`src/rtl/ppg_pkg.sv`:
```
package ppg_pkg;
  // Bits needed to hold values 0..max_val.
  function automatic int cnt_bits(input int max_val);
    int b;
    b = 1;
    while ((1 << b) <= max_val) b++;
    return b;
  endfunction
endpackage

```
`src/rtl/ppg_downcnt.sv`:
```
module ppg_downcnt #(
  parameter int BITS     = 8,
  parameter int LOAD_VAL = 4
) (
  input  logic clk,
  input  logic rst_n,
  input  logic load,
  output logic at_zero
);
  logic [BITS-1:0] cnt_q;

  always_ff @(posedge clk) begin
    if (!rst_n)             cnt_q <= '0;
    else if (load)          cnt_q <= BITS'(LOAD_VAL);
    else if (cnt_q != '0)   cnt_q <= cnt_q - 1'b1;
  end

  assign at_zero = (cnt_q == '0);
endmodule

```
`src/rtl/ppg_ctrl.sv`:
```
module ppg_ctrl (
  input  logic clk,
  input  logic rst_n,
  input  logic enable,
  input  logic trig_level,
  input  logic trig_rise_p,
  input  logic trig_fall_p,
  input  logic period_done,
  input  logic width_done,
  output logic start,
  output logic pulse_o,
  output logic err_o
);
  logic reject;

  assign start  = enable && trig_rise_p && period_done;
  assign reject = enable && trig_rise_p && !period_done;

  always_ff @(posedge clk) begin
    if (!rst_n) begin
      pulse_o <= 1'b0;
      err_o   <= 1'b0;
    end else begin
      err_o <= reject;
      if (start)           pulse_o <= 1'b1;
      else if (width_done) pulse_o <= 1'b0;
    end
  end

  AST_START_NEXT: assert property (@(posedge clk) disable iff (!rst_n)
    (enable && trig_rise_p && period_done) |=> pulse_o);
  AST_ERR_ON_EARLY: assert property (@(posedge clk) disable iff (!rst_n)
    (enable && trig_rise_p && !period_done) |=> err_o);
  AST_QUIET_WHEN_OFF: assert property (@(posedge clk) disable iff (!rst_n)
    !enable |=> !err_o);
  AST_EDGE_EXCL: assert property (@(posedge clk) disable iff (!rst_n)
    !(trig_rise_p && trig_fall_p));
  AST_RISE_WITH_LEVEL: assert property (@(posedge clk) disable iff (!rst_n)
    trig_rise_p |-> trig_level);
endmodule

```
`src/rtl/period_pulse_gen.sv`:
```
module period_pulse_gen #(
  parameter int WIDTH  = 24,
  parameter int PERIOD = 191
) (
  input  logic clk,
  input  logic rst_n,
  input  logic enable,
  input  logic trig_level,
  input  logic trig_rise_p,
  input  logic trig_fall_p,
  output logic pulse_o,
  output logic err_o
);
  localparam int CBITS = ppg_pkg::cnt_bits(PERIOD - 1);

  if (WIDTH < 2 || WIDTH > 40 || PERIOD <= WIDTH) begin : g_bad_cfg
    $error("period_pulse_gen: need 2 <= WIDTH <= 40 and PERIOD > WIDTH");
  end

  logic       start;
  logic [1:0] done;   // [0] width counter, [1] period counter

  for (genvar i = 0; i < 2; i++) begin : g_cnt
    localparam int LOADV = (i == 0) ? WIDTH - 1 : PERIOD - 1;
    ppg_downcnt #(.BITS(CBITS), .LOAD_VAL(LOADV)) u_cnt (
      .clk     (clk),
      .rst_n   (rst_n),
      .load    (start),
      .at_zero (done[i])
    );
  end

  ppg_ctrl u_ctrl (
    .clk         (clk),
    .rst_n       (rst_n),
    .enable      (enable),
    .trig_level  (trig_level),
    .trig_rise_p (trig_rise_p),
    .trig_fall_p (trig_fall_p),
    .period_done (done[1]),
    .width_done  (done[0]),
    .start       (start),
    .pulse_o     (pulse_o),
    .err_o       (err_o)
  );

  AST_NO_START_BUSY: assert property (@(posedge clk) disable iff (!rst_n)
    !done[1] |=> !$rose(pulse_o));
  AST_ERR_NOT_START: assert property (@(posedge clk) disable iff (!rst_n)
    !(err_o && $rose(pulse_o)));
endmodule

```
`config.mk`:
```
export PLATFORM = sky130hd
export DESIGN_NAME = period_pulse_gen
export DESIGN_NICKNAME = d
export VERILOG_FILES = /design/src/rtl/ppg_pkg.sv /design/src/rtl/ppg_downcnt.sv /design/src/rtl/ppg_ctrl.sv /design/src/rtl/period_pulse_gen.sv
export SDC_FILE = /design/constraint.sdc
export NUM_CORES = 1
export LEC_CHECK = 0
export BUFFER_PORTS_ARGS = -buffer_cell sky130_fd_sc_hd__buf_4
export CORE_MARGIN = 1.5
export CORE_UTILIZATION = 45
export CTS_CLUSTER_DIAMETER = 40
export CTS_CLUSTER_SIZE = 25
export DETAILED_ROUTE_END_ITERATION = 16
export PLACE_DENSITY = 0.68
export SLEW_MARGIN = 0
export SYNTH_ARGS = -nofsm -noshare
export SYNTH_HDL_FRONTEND = slang
export SYNTH_SLANG_ARGS = --single-unit
```
`constraint.sdc`:
```
create_clock -name clk -period 1.9 [get_ports clk]
set_input_delay 0.38 -clock clk [delete_from_list [all_inputs] [get_ports clk]]
set_output_delay 0.38 -clock clk [all_outputs]
set_load 0.02 [all_outputs]
```
### After elaboration in Yosys (flattened, before gate mapping)

Index checks and enable logic that the tools add are counted.

| storage, ports and cells | value |
|---|---|
| word-level logic and storage cells | 27 |
| input port bits | 6 |
| bits in registers | 18 |
| output and inout bits | 2 |

| operators by class | value |
|---|---|
| add/sub/neg operators | 2 |
| reductions and logical operators | 12 |
| bitwise logic cells | 1 |
| multiplexer cells | 6 |

Operators with widths:

| cell | count |
|---|---|
| $logic_not A8 Y1 | 2 |
| $mux W8 | 2 |
| $reduce_bool A8 Y1 | 2 |
| $sub A8 B1 Y8 const B | 2 |
| $mux W5 | 2 |
| $reduce_bool A2 Y1 | 3 |
| $logic_and A1 B1 Y1 | 3 |
| $mux W1 | 2 |
| $reduce_or A2 Y1 | 1 |
| $logic_not A1 Y1 | 1 |
| $not A1 Y1 | 1 |

### Longest topological paths before layout

Gate-level depths: netlist of the first run.

| depth | value |
|---|---|
| word-level depth | 3 |
| gate-level depth with buffers | 7 |
| mapped depth without buffers | 6 |

### Cells and area by module

Synthesis of the first run repeated with hierarchy kept, for this count alone.

| second synthesis, totals | value |
|---|---|
| cells, all modules | 103 |
| area total of the unflattened synthesis | 942.2 µm² |

By module, submodules not included:

| module | cells each | seq. area each (µm²) | area each (µm²) | times used |
|---|---|---|---|---|
| ppg_downcnt at g_cnt[1].u_cnt | 49 | 160.2 | 450.4 | 1 |
| ppg_downcnt at g_cnt[0].u_cnt | 48 | 160.2 | 415.4 | 1 |
| ppg_ctrl | 6 | 40.0 | 76.3 | 1 |

### Least setup slack after synthesis of the first run

Ideal clock, no wire load.

| timing path | value |
|---|---|
| kind | reg2reg |
| from | register g_cnt[1].u_cnt.cnt_q[0] |
| to | register g_cnt[1].u_cnt.cnt_q[7] |
| library setup time | 0.115 ns |
| clock period less this slack | 1.540 ns |
| path buffers | 1 |
| stages on the path, launching flop included | 8 |
| data required time | 1.785 ns |
| data arrival time | 1.425 ns |
| slack | 0.360 ns |
| path through | dfxtp_1 -> inv_1 -> ha_1 -> nor3b_4 -> and4_1 -> buf_6 -> a211o_2 -> and3_1 |

| between the ends | value |
|---|---|
| word-level cells in the longest chain between the ends | 3 |
| elaborated cells between the ends (all ways) | 7 |
| classes of those cells | add/sub (1); mux (2); reduce/logical (4) |

RTL lines:

| item | line | source |
|---|---|---|
| start, declared | ppg_downcnt.sv:10 | `logic [BITS-1:0] cnt_q;` |
| start signal, assigned | ppg_downcnt.sv:14 | `else if (load) cnt_q <= BITS'(LOAD_VAL);` |
| start signal, assigned | ppg_downcnt.sv:15 | `else if (cnt_q != '0) cnt_q <= cnt_q - 1'b1;` |
| $sub A8 B1 Y8 or $logic_not A8 Y1 (tied branches) | ppg_downcnt.sv:15, ppg_downcnt.sv:18 |  |
| $mux W8 or $logic_and A1 B1 Y1 (tied branches) | ppg_downcnt.sv:15, ppg_ctrl.sv:16 |  |
| $mux W8 or $reduce_bool A2 Y1 (tied branches) | n/a |  |

Parallel ways exist; a longest one is shown, timed or not. The select of a mux whose other input is x is not followed.
A chain may end at the register's enable or synchronous reset.

### Worst setup path in the final report of the first run

| timing path | value |
|---|---|
| from | register g_cnt[1].u_cnt.cnt_q[0] |
| to | register g_cnt[1].u_cnt.cnt_q[4] |

Same word-level chain as after synthesis.

==> key figures, run 1 <==
Route
  – Post-DR wirelength/cell: 12.3 µm
  – Routed via count: 701
  – Top Layer Used: met4
  – Initial DRC Count: 21
  – Post-DRT Antenna Nets: 0
  – Met3 wire len: 79 µm
  – Via/cell ratio: 5.52
  – Post-Route WL: 1560 µm
  – Wire length on met1: 708 µm
  – First drt pass iteration count: 4
  – Met2 wire len: 762 µm
  – DRC Markers: 0

Floorplanning
  – Die Span X: 47.4 µm
  – Die area: 2250 µm²
  – Rows: 15
  – Core area: 1780 µm²
  – Die height: 47.4 µm
  – Ports: 8
  – Initial Util: 0.498

Outcome
  – Status: finished, final reports clean

Logic synthesis
  – Gate Count Post-Synth: 95
  – Post-Synth Simple-Gate Area: 0.289
  – Synth Register Bits: 18
  – Adder-cell share of the synthesized area: 0.0563
  – Synth warn: 0
  – Post-Synth XOR/XNOR Area: 0.0394
  – Largest family of logic cells by synthesized area: simple AND/OR/NAND/NOR gates
  – Post-synthesis mux area share: 0.0338
  – Synthesized area: 888 µm²
  – Syn_nets: 105
  – Dominant synthesized flop cell: dfxtp_1
  – Yosys cell types: 36
  – Post-synth EDFFs: 0
  – Fraction of the mapped netlist area in compound gates: 0.127
  – Ys async rst share: 0
  – Sequential element share of the synthesized area: 0.406
  – Syn_area_per_cell: 9.35 µm²

Power
  – Leak: 0.403 nW
  – Overall Power: 1.75 mW
  – Peak VDD IR: 872 µV
  – Cell Pwr Density: 1800 nW/µm²

CTS
  – Clock Path Buffers: 2
  – Clock Tree Root: clkbuf_4
  – Worst skew pair latency: 290 ps
  – CTS clock-pin slew for the worst setup and hold paths: 100 ps
  – H-tree depth: 1
  – Sink Count: 18
  – Num CTS Buffers: 3
  – CTS tree: yes
  – Post-CTS Resized: 0
  – Hold_buf cts: 0
  – Setup bufs post-CTS: 0

Timing
  – Final min period: 1700 ps
  – Final Slew Violations: 0
  – Highest clock rate: 588 MHz
  – Least-Margin Pin Slew: 390 ps
  – Rel. slew slack: 0.738
  – Final setup violation count: 0
  – RSZ-0062 raised after global routing: no
  – Fin. Hold Viols: 0
  – Crit share post-route: 0.895
  – PnR worst setup slack: 199 ps
  – Setup TNS: 0 ps
  – Final clock skew: 1.51 ps

Worst setup path
  – Setup crit start kind: flip-flop
  – Critical Path RT: 2110 ps
  – Flop2flop setup slack: 200 ps
  – Crit. End Element: flip-flop
  – Crit path DAT: 1910 ps
  – Critical path class: reg2reg
  – Critical path fanouts, max: 7

Worst hold path
  – Min-delay worst type: in2reg

Final layout
  – Fill count: 164
  – # diodes: 0
  – Layout cells sized above 1: 0.157
  – Area Growth Syn to Fin: 9.44%
  – # nets final: 113
  – Design area: 972 µm²
  – Non-filler cells, final: 127

GRT
  – Antenna violations before repair: 0
  – Pin count of the biggest net entering global routing: 11
  – Total grt overflow: 0
  – Gr usage total: 0.160
  – Vias in the first global route: 573
  – First-pass GRT wire length: 2530 µm

Job
  – Max-cap violations: 0

Placed design
  – Pre-CTS setup slack: 231 ps
  – Final Wtd Congestion: 0.779
  – Placed insts: 123
  – DP Area: 936 µm²
  – Port buffer count: 5
  – Post-DP HPWL: 1180 µm
## where the power goes
part           total (mW)  switching, mW  internal (mW)  leakage, nW
Sequential          0.652          0.138          0.513        0.149
Combinational       0.860          0.448          0.411        0.233
Clock               0.238          0.121          0.117       0.0210
Total                1.75          0.708           1.04        0.403
## synthesized netlist by cell type (2+ instances only)
cell,number,share of area
dfxtp_1,18,0.41
nor2_1,12,0.051
inv_1,6,0.025
nand3_1,5,0.028
a21oi_1,4,0.023
ha_1,4,0.056
nand2_1,4,0.017
nor3_1,4,0.023
a211oi_1,3,0.025
mux2i_1,3,0.034
xnor2_1,3,0.030
a311oi_1,2,0.020
a31oi_1,2,0.014
and3_1,2,0.014
nor2b_1,2,0.014
## worst max-delay path: stages, from the launching register on
cell and delay, ps:
dfxtp_1 350, inv_1 80, ha_1 160, nor3b_4 300, and4_1 390, a311oi_1 80
a311oi_1 250
## placed cells by master (no fill, tap or decap), drive strengths merged, types with 2 or more instances in the layout
cell / synthesis / layout
nor2: 12 / 12
and3: 2 / 2
nand2: 4 / 4
a21oi: 4 / 4
clkbuf: 0 / 4
nor3b: 2 / 2
nor2b: 2 / 2
a311oi: 2 / 2
mux2i: 3 / 3
xnor2: 3 / 3
dfxtp: 18 / 18
nor3: 4 / 4
nand3: 6 / 6
buf: 1 / 5
inv: 6 / 6
ha: 4 / 4
a31oi: 2 / 2
a211oi: 3 / 3
nor4: 2 / 2
## final timing paths
path | from | end | cells past startpoint
worst max-delay path | g_cnt[1].u_cnt.cnt_q[0] | g_cnt[1].u_cnt.cnt_q[4] | 6
worst min-delay path | rst_n | g_cnt[0].u_cnt.cnt_q[1] | 2
worst max register to register | g_cnt[1].u_cnt.cnt_q[0] | g_cnt[1].u_cnt.cnt_q[4] | 6
worst min register to register | g_cnt[0].u_cnt.cnt_q[3] | g_cnt[0].u_cnt.cnt_q[3] | 2
## routing by layer
| metal | vias up | GRT usage |
|---|---|---|
| met1 | 326 | 0.204 |
| met2 | 17 | 0.259 |
| met4 | 0 | 0.0333 |
| met5 | - | 0 |
| met3 | 2 | 0.0604 |
| li1 | 356 | - |
## registers in the layout, summed over array words and instances, names as in the netlist
name               flops
g_cnt.u_cnt.cnt_q     16
u_ctrl.err_o           1
u_ctrl.pulse_o         1
## cell families after synthesis
kind of cell	count (synthesis)
buf+inv	8
fa+ha+maj	4
mux	3
flops	18
simple gates	42
compound gates	16
xor+xnor	4
## layout make-up
cell class	instances	area, µm²	area share
Inverter	6	22.5	0.0232
Sequential cell	18	360	0.371
Tap cell	25	31.3	0.0322
Multi-Input combinational cell	69	484	0.498
Clock buffer	4	36.3	0.0373
Timing Repair Buffer	5	37.5	0.0386
## per-stage QoR
| step | hold WS [ps] | utilization |
|---|---|---|
| after global routing | 365 | 0.545 |
| after detailed placement | 492 | 0.525 |
| after floorplan | 460 | - |
| after global placement | 475 | 0.525 |
| final | 371 | 0.545 |
| after CTS | 363 | 0.545 |
Note: power is estimated with default switching activity, not from simulation.
==> inputs of run 2 (changes only) <==
--- a/config.mk
+++ b/config.mk
@@ -7,11 +7,12 @@
 export LEC_CHECK = 0
 export BUFFER_PORTS_ARGS = -buffer_cell sky130_fd_sc_hd__buf_4
 export CORE_MARGIN = 1.5
-export CORE_UTILIZATION = 45
+export CORE_UTILIZATION = 50
 export CTS_CLUSTER_DIAMETER = 40
 export CTS_CLUSTER_SIZE = 25
 export DETAILED_ROUTE_END_ITERATION = 16
-export PLACE_DENSITY = 0.68
+export GPL_ROUTABILITY_DRIVEN = 0
+export PLACE_DENSITY = 0.74
 export SLEW_MARGIN = 0
 export SYNTH_ARGS = -nofsm -noshare
 export SYNTH_HDL_FRONTEND = slang
==> run 2 against run 1 <==
Compared with the run above: final cell count down 6.3%; via count up 0.43%; count of clock-buffer cells in the layout unchanged; critical path type unchanged; critical endpoint unchanged.
==> key figures, run 2 (synthesis gave the netlist of run 1 again) <==
Floorplanning
  – Die area: 2040 µm² (-9.4%)
  – Die height: 45.2 µm (-4.8%)
  – Ports: 8 (unchanged)
  – Core area: 1690 µm² (-5.3%)
  – Die Span X: 45.2 µm (-4.8%)
  – Initial Util: 0.526 (+0.0277)
  – Rows: 15 (unchanged)

CTS
  – CTS clock-pin slew for the worst setup and hold paths: 100 ps (about the same)
  – CTS tree: yes
  – Clock Path Buffers: 2 (unchanged)
  – Sink Count: 18 (unchanged)
  – Clock Tree Root: clkbuf_4
  – Post-CTS Resized: 0 (unchanged)
  – H-tree depth: 1 (unchanged)
  – Worst skew pair latency: 300 ps (about the same)
  – Hold_buf cts: 0 (unchanged)
  – Setup bufs post-CTS: 0 (unchanged)
  – Num CTS Buffers: 3 (unchanged)

Final layout
  – Biggest regs: g_cnt.u_cnt.cnt_q: 16 flops, u_ctrl.err_o: 1 flops, u_ctrl.pulse_o: 1 flops
  – Non-filler cells, final: 119 (-6.3%)
  – # nets final: 113 (unchanged)
  – Commonest non-fill, non-tap cell in the layout: dfxtp_1
  – # diodes: 0 (unchanged)
  – Most frequent cells in the layout: dfxtp_1, nor2_1, inv_1
  – Area Growth Syn to Fin: 8.31%
  – Biggest register: g_cnt.u_cnt.cnt_q
  – Layout cells sized above 1: 0.157 (unchanged)
  – Max reg flops: 16 (unchanged)
  – Fill count: 155 (-5.5%)

GRT
  – Gr usage total: 0.173 (+0.0131)
  – First-pass GRT wire length: 2460 µm (-2.5%)
  – M3 GR Usage: 0.0600 (-0.000377)
  – Antenna violations before repair: 0 (unchanged)
  – Routing usage on met2: 0.294 (+0.0348)
  – GR peak layer: met2
  – Pin count of the biggest net entering global routing: 11 (unchanged)
  – Total grt overflow: 0 (unchanged)
  – M1 GR Usage: 0.189 (-0.0150)
  – Vias in the first global route: 630 (+9.9%)

Placed design
  – Placed insts: 115 (-6.5%)
  – Post-DP HPWL: 1160 µm (-1.3%)
  – Port buffer count: 5 (unchanged)

Timing
  – Final Slew Violations: 0 (unchanged)
  – RSZ-0062 raised after global routing: no
  – Least-Margin Pin Slew: 324 ps (-66.4 ps)
  – Final min period: 1730 ps (+29.9 ps)
  – Final setup violation count: 0 (unchanged)
  – Rel. slew slack: 0.783 (+0.0446)
  – Highest clock rate: 578 MHz (-1.7%)
  – Fin. Hold Viols: 0 (unchanged)
  – Setup TNS: 0 ps (unchanged)
  – Fin Hold WS: 367 ps (-4.11 ps)
  – Crit share post-route: 0.911 (+0.0158)
  – Final clock skew: 7.47 ps (+5.96 ps)

Worst setup path
  – Setup crit start kind: flip-flop
  – Critical Path RT: 2120 ps (about the same)
  – CP Cell Sequence: inv_1 -> ha_1 -> nor3b_4 -> and4_1 -> a311oi_1 -> a311oi_1
  – CP max-delay cell: and4_1
  – Critical path fanouts, max: 7 (unchanged)
  – Most frequent CP cell: a311oi_1
  – Critical path class: reg2reg
  – Slowest stage delay, CP: 410 ps (+20 ps)
  – Crit. End Element: flip-flop
  – Crit path DAT: 1950 ps (+40 ps)

Power
  – Leak: 0.403 nW (unchanged)
  – Net Sw Frac: 0.403 (-0.00162)
  – Flop pwr share: 0.373 (about the same)
  – Clk pwr share: 0.135 (about the same)
  – Pint: 1.04 mW (+0.17%)
  – Peak VDD IR: 833 µV (-4.4%)
  – Logic pwr share: 0.492 (about the same)
  – Cell Pwr Density: 1820 nW/µm² (+0.94%)
  – Overall Power: 1.75 mW (about the same)
  – Sw power: 0.704 mW (-0.50%)

Route
  – Post-DR wirelength/cell: 12.8 µm (+4.7%)
  – Initial DRC Count: 11 (-48%)
  – Post-Route WL: 1530 µm (-1.9%)
  – Post-DRT Antenna Nets: 0 (unchanged)
  – Routed via count: 704 (+0.43%)
  – First drt pass iteration count: 4 (unchanged)
  – Via/cell ratio: 5.92 (+7.2%)
  – DRC Markers: 0 (unchanged)

Job
  – Max-cap violations: 0 (unchanged)

Worst hold path
  – Min-delay worst type: in2reg

Outcome
  – Status: finished, final reports clean
==> run 2: path summary, 6_finish.rpt <==
kind / start / to / slack (ps) / cells past startpoint
worst max-delay path: g_cnt[1].u_cnt.cnt_q[0] / g_cnt[1].u_cnt.cnt_q[4] / 170 / 6
worst max register to register: g_cnt[1].u_cnt.cnt_q[0] / g_cnt[1].u_cnt.cnt_q[4] / 170 / 6
worst min-delay path: rst_n / g_cnt[0].u_cnt.cnt_q[1] / 370 / 2
worst min register to register: g_cnt[0].u_cnt.cnt_q[3] / g_cnt[0].u_cnt.cnt_q[3] / 510 / 2
==> run 2: cell type report <==
cell class | count | area [µm²] | share of cell area
flip-flops and latches | 18 | 360 | 0.375
clock buffers | 4 | 36.3 | 0.0377
repair buffers | 5 | 37.5 | 0.0390
inverters | 6 | 22.5 | 0.0234
well taps | 17 | 21.3 | 0.0221
multi-input cells | 69 | 484 | 0.503
==> run 2: critical path: cells and delay by family, from the launching register on <==
family / cells / cell delay (ps)
AOI/OAI and AO/OA: 2 / 330
buffers and inverters: 1 / 80
and+or+nand+nor: 2 / 720
DFF: 1 / 350
adders and majority gates: 1 / 170
==> run 2: power groups by stage <==
stage / combinational [mW] / clock (mW) / sequential [mW]
global route: 0.958 / 0.262 / 0.673
floorplan: 0.730 / 0 / 0.637
detailed placement: 0.870 / 0 / 0.657
global placement: 0.839 / 0 / 0.651
finish: 0.859 / 0.236 / 0.653
CTS: 0.873 / 0.243 / 0.650
==> run 2: per-layer routing <==
layer / routed length (µm) / vias up
met5: 0 / -
met4: 30 / 0
met3: 52 / 5
met2: 744 / 10
met1: 701 / 330
li1: - / 359
==> run 2: per-stage QoR <==
step / cell area [µm²] / utilization / worst slack (ps)
global placement: 926 / 0.548 / 255
global route: 962 / 0.570 / 7.12
detailed placement: 926 / 0.548 / 169
floorplan: 888 / - / 360
CTS: 962 / 0.570 / 158
finish: 962 / 0.570 / 169
